===== src/rtl/termio_pkg.sv =====
package termio_pkg;
  typedef struct packed {
    logic rxShift;
    logic txLoad;
    logic txShift;
  } ioStrobes_t;
endpackage


===== src/rtl/termio_ctrl.sv =====
module termio_ctrl
  import termio_pkg::*;
#(
  parameter int DATA_W = 8
) (
  input  logic       clk,
  input  logic       rstN,
  input  logic       kbdBitValid,
  input  logic       cpuTake,
  input  logic       cpuLoad,
  input  logic       prtTick,
  output ioStrobes_t strobes,
  output logic       inFlag,
  output logic       outFlag
);
  localparam int CNT_W = (DATA_W > 1) ? $clog2(DATA_W) : 1;
  localparam logic [CNT_W-1:0] LAST_IDX = CNT_W'(DATA_W - 1);

  logic [CNT_W-1:0] rxCnt;
  logic [CNT_W-1:0] txCnt;
  logic rxLast;
  logic txLast;

  always_comb begin
    strobes.rxShift = kbdBitValid && !inFlag;
    strobes.txLoad  = cpuLoad && outFlag;
    strobes.txShift = prtTick && !outFlag;
    rxLast = (rxCnt == LAST_IDX);
    txLast = (txCnt == LAST_IDX);
  end

  always_ff @(posedge clk or negedge rstN) begin
    if (!rstN) begin
      rxCnt  <= '0;
      inFlag <= 1'b0;
    end else if (strobes.rxShift) begin
      if (rxLast) begin
        rxCnt  <= '0;
        inFlag <= 1'b1;
      end else begin
        rxCnt <= rxCnt + 1'b1;
      end
    end else if (cpuTake && inFlag) begin
      inFlag <= 1'b0;
    end
  end

  always_ff @(posedge clk or negedge rstN) begin
    if (!rstN) begin
      txCnt   <= '0;
      outFlag <= 1'b1;
    end else if (strobes.txLoad) begin
      txCnt   <= '0;
      outFlag <= 1'b0;
    end else if (strobes.txShift) begin
      if (txLast) begin
        txCnt   <= '0;
        outFlag <= 1'b1;
      end else begin
        txCnt <= txCnt + 1'b1;
      end
    end
  end

  AST_TAKE_CLEARS: assert property (@(posedge clk) disable iff (!rstN) (cpuTake && inFlag) |=> !inFlag) else $error("take did not clear inFlag");
  AST_LOAD_CLEARS: assert property (@(posedge clk) disable iff (!rstN) (cpuLoad && outFlag) |=> !outFlag) else $error("load did not clear outFlag");
  AST_IDLE_NEEDS_TICK: assert property (@(posedge clk) disable iff (!rstN) (!outFlag && !prtTick) |=> !outFlag) else $error("outFlag rose without a tick");
  AST_RX_CNT_REST: assert property (@(posedge clk) disable iff (!rstN) inFlag |-> (rxCnt == '0)) else $error("bit counter not idle while full");
endmodule


===== src/rtl/termio_datapath.sv =====
module termio_datapath
  import termio_pkg::*;
#(
  parameter int DATA_W = 8
) (
  input  logic              clk,
  input  logic              rstN,
  input  ioStrobes_t        strobes,
  input  logic              kbdBit,
  input  logic [DATA_W-1:0] cpuDataIn,
  output logic [DATA_W-1:0] inReg,
  output logic              txBit
);
  logic [DATA_W-1:0] outReg;

  always_ff @(posedge clk or negedge rstN) begin
    if (!rstN) begin
      inReg <= '0;
    end else if (strobes.rxShift) begin
      inReg <= {kbdBit, inReg[DATA_W-1:1]};
    end
  end

  always_ff @(posedge clk or negedge rstN) begin
    if (!rstN) begin
      outReg <= '0;
    end else if (strobes.txLoad) begin
      outReg <= cpuDataIn;
    end else if (strobes.txShift) begin
      outReg <= {1'b0, outReg[DATA_W-1:1]};
    end
  end

  assign txBit = outReg[0];
endmodule


===== src/rtl/term_char_io.sv =====
module term_char_io
  import termio_pkg::*;
#(
  parameter int DATA_W = 8
) (
  input  logic              clk,
  input  logic              rstN,
  input  logic              kbdBit,
  input  logic              kbdBitValid,
  input  logic              cpuTake,
  input  logic              cpuLoad,
  input  logic [DATA_W-1:0] cpuDataIn,
  output logic [DATA_W-1:0] cpuDataOut,
  output logic              inFlag,
  output logic              outFlag,
  input  logic              prtTick,
  output logic              prtBit,
  output logic              prtBitValid,
  output logic              irq
);
  ioStrobes_t strobes;

  termio_ctrl #(.DATA_W(DATA_W)) uCtrl (
    .clk(clk), .rstN(rstN), .kbdBitValid(kbdBitValid), .cpuTake(cpuTake),
    .cpuLoad(cpuLoad), .prtTick(prtTick), .strobes(strobes),
    .inFlag(inFlag), .outFlag(outFlag)
  );

  termio_datapath #(.DATA_W(DATA_W)) uData (
    .clk(clk), .rstN(rstN), .strobes(strobes), .kbdBit(kbdBit),
    .cpuDataIn(cpuDataIn), .inReg(cpuDataOut), .txBit(prtBit)
  );

  assign prtBitValid = strobes.txShift;
  assign irq         = inFlag | outFlag;

  AST_HOLD_CHAR: assert property (@(posedge clk) disable iff (!rstN) inFlag |=> $stable(cpuDataOut)) else $error("held character changed");
endmodule


===== config.mk =====
export PLATFORM = sky130hd
export DESIGN_NAME = term_char_io
export DESIGN_NICKNAME = d
export VERILOG_FILES = /design/src/rtl/termio_pkg.sv /design/src/rtl/termio_ctrl.sv /design/src/rtl/termio_datapath.sv /design/src/rtl/term_char_io.sv
export SDC_FILE = /design/constraint.sdc
export NUM_CORES = 1
export LEC_CHECK = 0
export BUFFER_PORTS_ARGS = -buffer_cell sky130_fd_sc_hd__buf_4
export CAP_MARGIN = 20
export CORE_MARGIN = 1.5
export CORE_UTILIZATION = 30
export DETAILED_ROUTE_END_ITERATION = 8
export SLEW_MARGIN = 25
export SYNTH_ARGS = -nofsm -noshare
export SYNTH_HDL_FRONTEND = slang
export SYNTH_HIERARCHICAL = 1
export SYNTH_SLANG_ARGS = --single-unit

===== constraint.sdc =====
create_clock -name clk -period 1.6 [get_ports clk]
set_clock_uncertainty 0.15 [all_clocks]
set_input_delay 0 -clock clk [delete_from_list [all_inputs] [get_ports clk]]
set_output_delay 0 -clock clk [all_outputs]
set_load 0.1 [all_outputs]

* Yosys cells after proc, flatten, opt, wreduce, memory -nomap -nowiden
Index checks and enable logic that the tools add are counted.
** Storage, ports and cells
- Memory bits (writable) :: 0
- Memory bits (read-only) :: 0
- Register bits after elaboration :: 24
- Logic and storage cells :: 35
- Bits of input ports :: 15
- Latch bits :: 0
- Memories :: 0
** Operators by class
- Shifts and indexed selects :: 0
- Add/sub/neg operators :: 2
- Div/mod/pow operators :: 0
- Order comparisons :: 0
- Eq/ne operators :: 3
- Multipliers :: 0
- Mux-type cells :: 12
- Bitwise operators :: 1
- Reductions and logical operators :: 11
** Operators with widths (count)
- $mux 8 :: 2
- $mux 3 :: 4
- $add 3x1->3 const B :: 2
- $eq 3x3->1 const B :: 2
- $mux 1 :: 6
- $reduce_bool 2->1 :: 3
- $logic_and 1x1->1 :: 4
- $reduce_and 2->1 :: 2
- $logic_not 1->1 :: 2
- $ne 2x1->1 const B :: 1
- $or 1x1->1 :: 1

* Longest topological paths before layout
- Word-level depth :: 4
- Mapped depth :: 4
- Gate-level depth less buffers :: 4

* Modules after synthesis
The synthesis kept the hierarchy.
** By module, submodules not included
- termio_datapath :: times used 1, cells an instance 51, sequential area each 400.4 sq um, area an instance 700.7 sq um
- termio_ctrl :: times used 1, cells an instance 30, sequential area each 201.4 sq um, area an instance 406.6 sq um
- term_char_io :: times used 1, cells an instance 1, sequential area each 0.0 sq um, area an instance 6.3 sq um

* Least setup slack after synthesis
No wires, ideal clock.
- Path kind :: register to register
- Start point :: register uCtrl.outFlag
- End point :: register uData.outReg[0]
- Path buffers :: 1
- Arrival :: 2573 ps
- Stages on the path, launching flop included :: 5
- Period minus slack after synthesis :: 2850 ps
- Data required time :: 1323 ps
- Setup slack :: -1250 ps
- Library setup time :: 127 ps
- Cell sequence :: dfstp_2 nor2b_1 buf_6 mux2i_1 o21ai_1
** Between the ends
- Cells in the longest elaborated chain, start to end :: 3
** RTL lines
- from (decl) :: RTL line termio_ctrl.sv:14 : output logic outFlag
- from (signal assigned) :: RTL line termio_ctrl.sv:51 : outFlag <= 1'b1;
- from (signal assigned) :: RTL line termio_ctrl.sv:54 : outFlag <= 1'b0;
- from (signal assigned) :: RTL line termio_ctrl.sv:58 : outFlag <= 1'b1;
- $logic_not 1->1 :: RTL line termio_ctrl.sv:27 : strobes.txShift = prtTick && !outFlag;
- $logic_and 1x1->1 :: RTL line termio_ctrl.sv:27
- via prtBitValid :: RTL line term_char_io.sv:18 : output logic prtBitValid,
- $reduce_bool 2->1 (no source line)
- to (signal assigned) :: RTL line termio_datapath.sv:28 : outReg <= cpuDataIn;
- to (signal assigned) :: RTL line termio_datapath.sv:30 : outReg <= {1'b0, outReg[DATA_W-1:1]};
- to (decl) :: RTL line termio_datapath.sv:14 : logic [DATA_W-1:0] outReg;
The timed path passes the listed nets, and every way through them passes these cells.
A chain may end at the register's enable or synchronous reset.

* Final worst setup path
- Start point :: register uCtrl.outFlag
- End point :: output port prtBitValid
** Between the ends
- Cells in the longest elaborated chain, start to end :: 2
** RTL lines (RTL line)
- $logic_not 1->1 :: termio_ctrl.sv:27
- $logic_and 1x1->1 :: termio_ctrl.sv:27
- to (decl) :: term_char_io.sv:18
Every way passes these cells.

==> flow_metrics.env <==
export IMPL_outcome="finished clean"
export IMPL_path_max_fanout=10
export IMPL_grt_pass1_wl_um=3525
export IMPL_ff_latch_area_um2=609.3
export IMPL_die_height_um=63.93
export IMPL_via_per_inst=4.444
export IMPL_clk_path_buf_depth=2
export IMPL_rrSetupSlack_ns=0.15
export IMPL_relSlewSlack=0.7703
export IMPL_syn_area_per_cell_um2=13.58
export IMPL_hpwl_um=1421
export IMPL_r2r_start="uCtrl/inFlag"
export IMPL_max_freq_ghz=0.6568
export IMPL_end_kind="output pin"
export IMPL_cap_violations=0
export IMPL_synth_warnings=6
export IMPL_die_x_um=63.93
export IMPL_clk_pin_slew_worst_paths_ns=0.08
export IMPL_grt_usage=0.1112
export IMPL_fin_area_um2=1595
export IMPL_finalHoldViolCount=0
export IMPL_dr_pass1_iters=4
export IMPL_grt_antenna_before_repair=0
export IMPL_period_needed_ns=1.522
export IMPL_synthCells=82
export IMPL_finalCritPeriodShare=0.9515
export IMPL_crit_type="flop to output pin"
export IMPL_crit_required_ns=1.45
export IMPL_postRouteAntennaNets=0
export IMPL_placed_cell_area_um2=1385
export IMPL_ys_seq_elements=24
export IMPL_io_pins=28
export IMPL_drc_errors=0
export IMPL_cts_tree="done"
export IMPL_crit_end="prtBitValid"
export IMPL_rows=21
export IMPL_synthToLayoutAreaGrowth_pct=43.26
export IMPL_hold_class="input pin to asynchronous set/reset pin"
export IMPL_drt_wl_total_um=2058
export IMPL_final_nets=145
export IMPL_worst_pin_slew_ns=0.3438
export IMPL_setup_viol=0
export IMPL_startpoint="uCtrl/outFlag"
export IMPL_dieArea_um2=4086
export IMPL_wl_per_cell_um=12.04
export IMPL_n_antenna_cell=0
export IMPL_initial_core_util=0.3235
export IMPL_multi_input_area_um2=481.7
export IMPL_ys_types=21
export IMPL_mappedNetlistArea_um2=1114
export IMPL_via_count=760
export IMPL_fin_util=0.4635
export IMPL_grt_max_degree=25
export IMPL_fill_cells=329
export IMPL_syn_num_nets=101
export IMPL_clock_latency_ns=0.26
export IMPL_reg2reg_depth=3
export IMPL_grt_setup_unrepaired="no"
export IMPL_core_region_area_um2=3442
export IMPL_synth_seq_area_share=0.5404
export IMPL_place_congestion=0.7232
export IMPL_postCtsSetupBuffers=0
export IMPL_grt_pass1_vias=785
export IMPL_overflow=0
export IMPL_drt_iter0_markers=17
export IMPL_maxSlewViolCount=0
export IMPL_cts_buffers=3
export IMPL_hold_ws_ns=0.01521
export IMPL_worstSetupStartpointType="flop"
export IMPL_crit_arrival_ns=1.37
export IMPL_io_buffer_count=27
export IMPL_cts_root_buf="clkbuf_8"
export IMPL_htree_levels=1
export IMPL_layout_drive_gt1_share=0.4000
export IMPL_cts_sinks=24
export IMPL_r2r_end="uData/inReg[5]"
==> metal layers <==
metal | GRT usage | part of all wire | wire length, um
met4 | 0.06522 | 0.013 | 27
met5 | 0 | 0 | 0
met2 | 0.1862 | 0.48 | 990
met3 | 0.01761 | 0.038 | 78
met1 | 0.1342 | 0.47 | 962
==> how the worst min path moves through the flow <==
stage	from	cells after the start	to
after global placement	rstN	1	uCtrl/txCnt[0]
after detailed placement	rstN	1	uCtrl/inFlag
after floorplan	rstN	0	uCtrl/rxCnt[0]
after global routing	rstN	2	uData/inReg[5]
final	rstN	2	uCtrl/inFlag
after CTS	rstN	2	uData/inReg[5]
==> layout make-up <==
type / count / share of cell area
clock inverters: 1 / 0.01882
repair buffers: 43 / 0.2329
inverters: 1 / 0.002353
clock buffers: 3 / 0.02588
well taps: 46 / 0.03608
multi-input cells: 53 / 0.3020
flip-flops and latches: 24 / 0.3820
==> per-stage QoR <==
step           setup TNS (ns)  std cells  worst slack (ns)
6_report                    0        171           0.07758
5_1_grt                     0        171           0.01755
4_1_cts                     0        171           0.06739
3_5_place_dp                0        154            0.1486
3_3_place_gp                0        154            0.1688
2_1_floorplan          -2.279         82           -0.2876
==> cells in the final DEF, fill, tap and decap left out, drive strengths merged <==
| master | synthesis | final |
|---|---|---|
| a21o | 1 | 1 |
| dfstp | 1 | 1 |
| mux2 | 12 | 12 |
| dfrtp | 23 | 23 |
| a22o | 2 | 2 |
| dlygate4sd3 | 0 | 13 |
| nor3b | 1 | 1 |
| and2 | 1 | 1 |
| inv | 1 | 1 |
| nand2 | 8 | 8 |
| buf | 4 | 30 |
| mux2i | 9 | 9 |
| or2 | 1 | 1 |
| bufinv | 0 | 1 |
| o2bb2ai | 1 | 1 |
| clkbuf | 0 | 3 |
| o21ai | 8 | 8 |
| nand2b | 1 | 1 |
| ha | 4 | 4 |
| nor2 | 1 | 1 |
| nor2b | 3 | 3 |
==> timing repair <==
action,4_1_cts,5_1_grt
setup endpoints to repair,1,1
gates resized for setup,1,1
hold endpoints to repair,37,0
hold buffers,13,0
==> critical path, cell delays in order (launching register included) <==
cell and delay, ns:
dfstp_4 0.51, nor2b_4 0.32, buf_6 0.28
==> synthesized netlist by cell type <==
cell type / n / area, um2
dfstp_2: 1 / 26.28
mux2_2: 1 / 11.26
nor2b_1: 3 / 18.77
mux2i_1: 9 / 90.09
a22o_1: 2 / 17.52
and2_1: 1 / 6.260
nor3b_1: 1 / 7.510
ha_1: 4 / 50.05
or2_1: 1 / 6.260
nand2b_1: 1 / 6.260
o21ai_0: 1 / 5.000
dfrtp_1: 23 / 575.6
mux2_4: 11 / 165.2
o2bb2ai_1: 1 / 8.760
o21ai_1: 7 / 35.03
nand2_1: 8 / 30.03
buf_2: 1 / 5.000
inv_1: 1 / 3.750
nor2_1: 1 / 3.750
buf_6: 3 / 33.78
a21o_1: 1 / 7.510
==> flip-flops by register name (all words and copies together), names as in the netlist <==
| signal | cells |
|---|---|
| uData/inReg | 8 |
| uData/outReg | 8 |
| uCtrl/rxCnt | 3 |
| uCtrl/txCnt | 3 |
| uCtrl/inFlag | 1 |
| uCtrl/outFlag | 1 |
==> logic make-up (layout without fill, tap and decap cells) <==
kind of cell	Yosys count	count (layout)	share of synthesized area
DFF	24	24	0.5405
muxes	21	21	0.2393
and+or+nand+nor	16	16	0.07080
AOI/OAI and AO/OA	12	12	0.06629
buffers and inverters	5	48	0.03819
adders and majority gates	4	4	0.04495
Power is left out: the tool's default activity adds up to more than one toggle a clock period on the data nets, which glitch-free logic cannot reach.
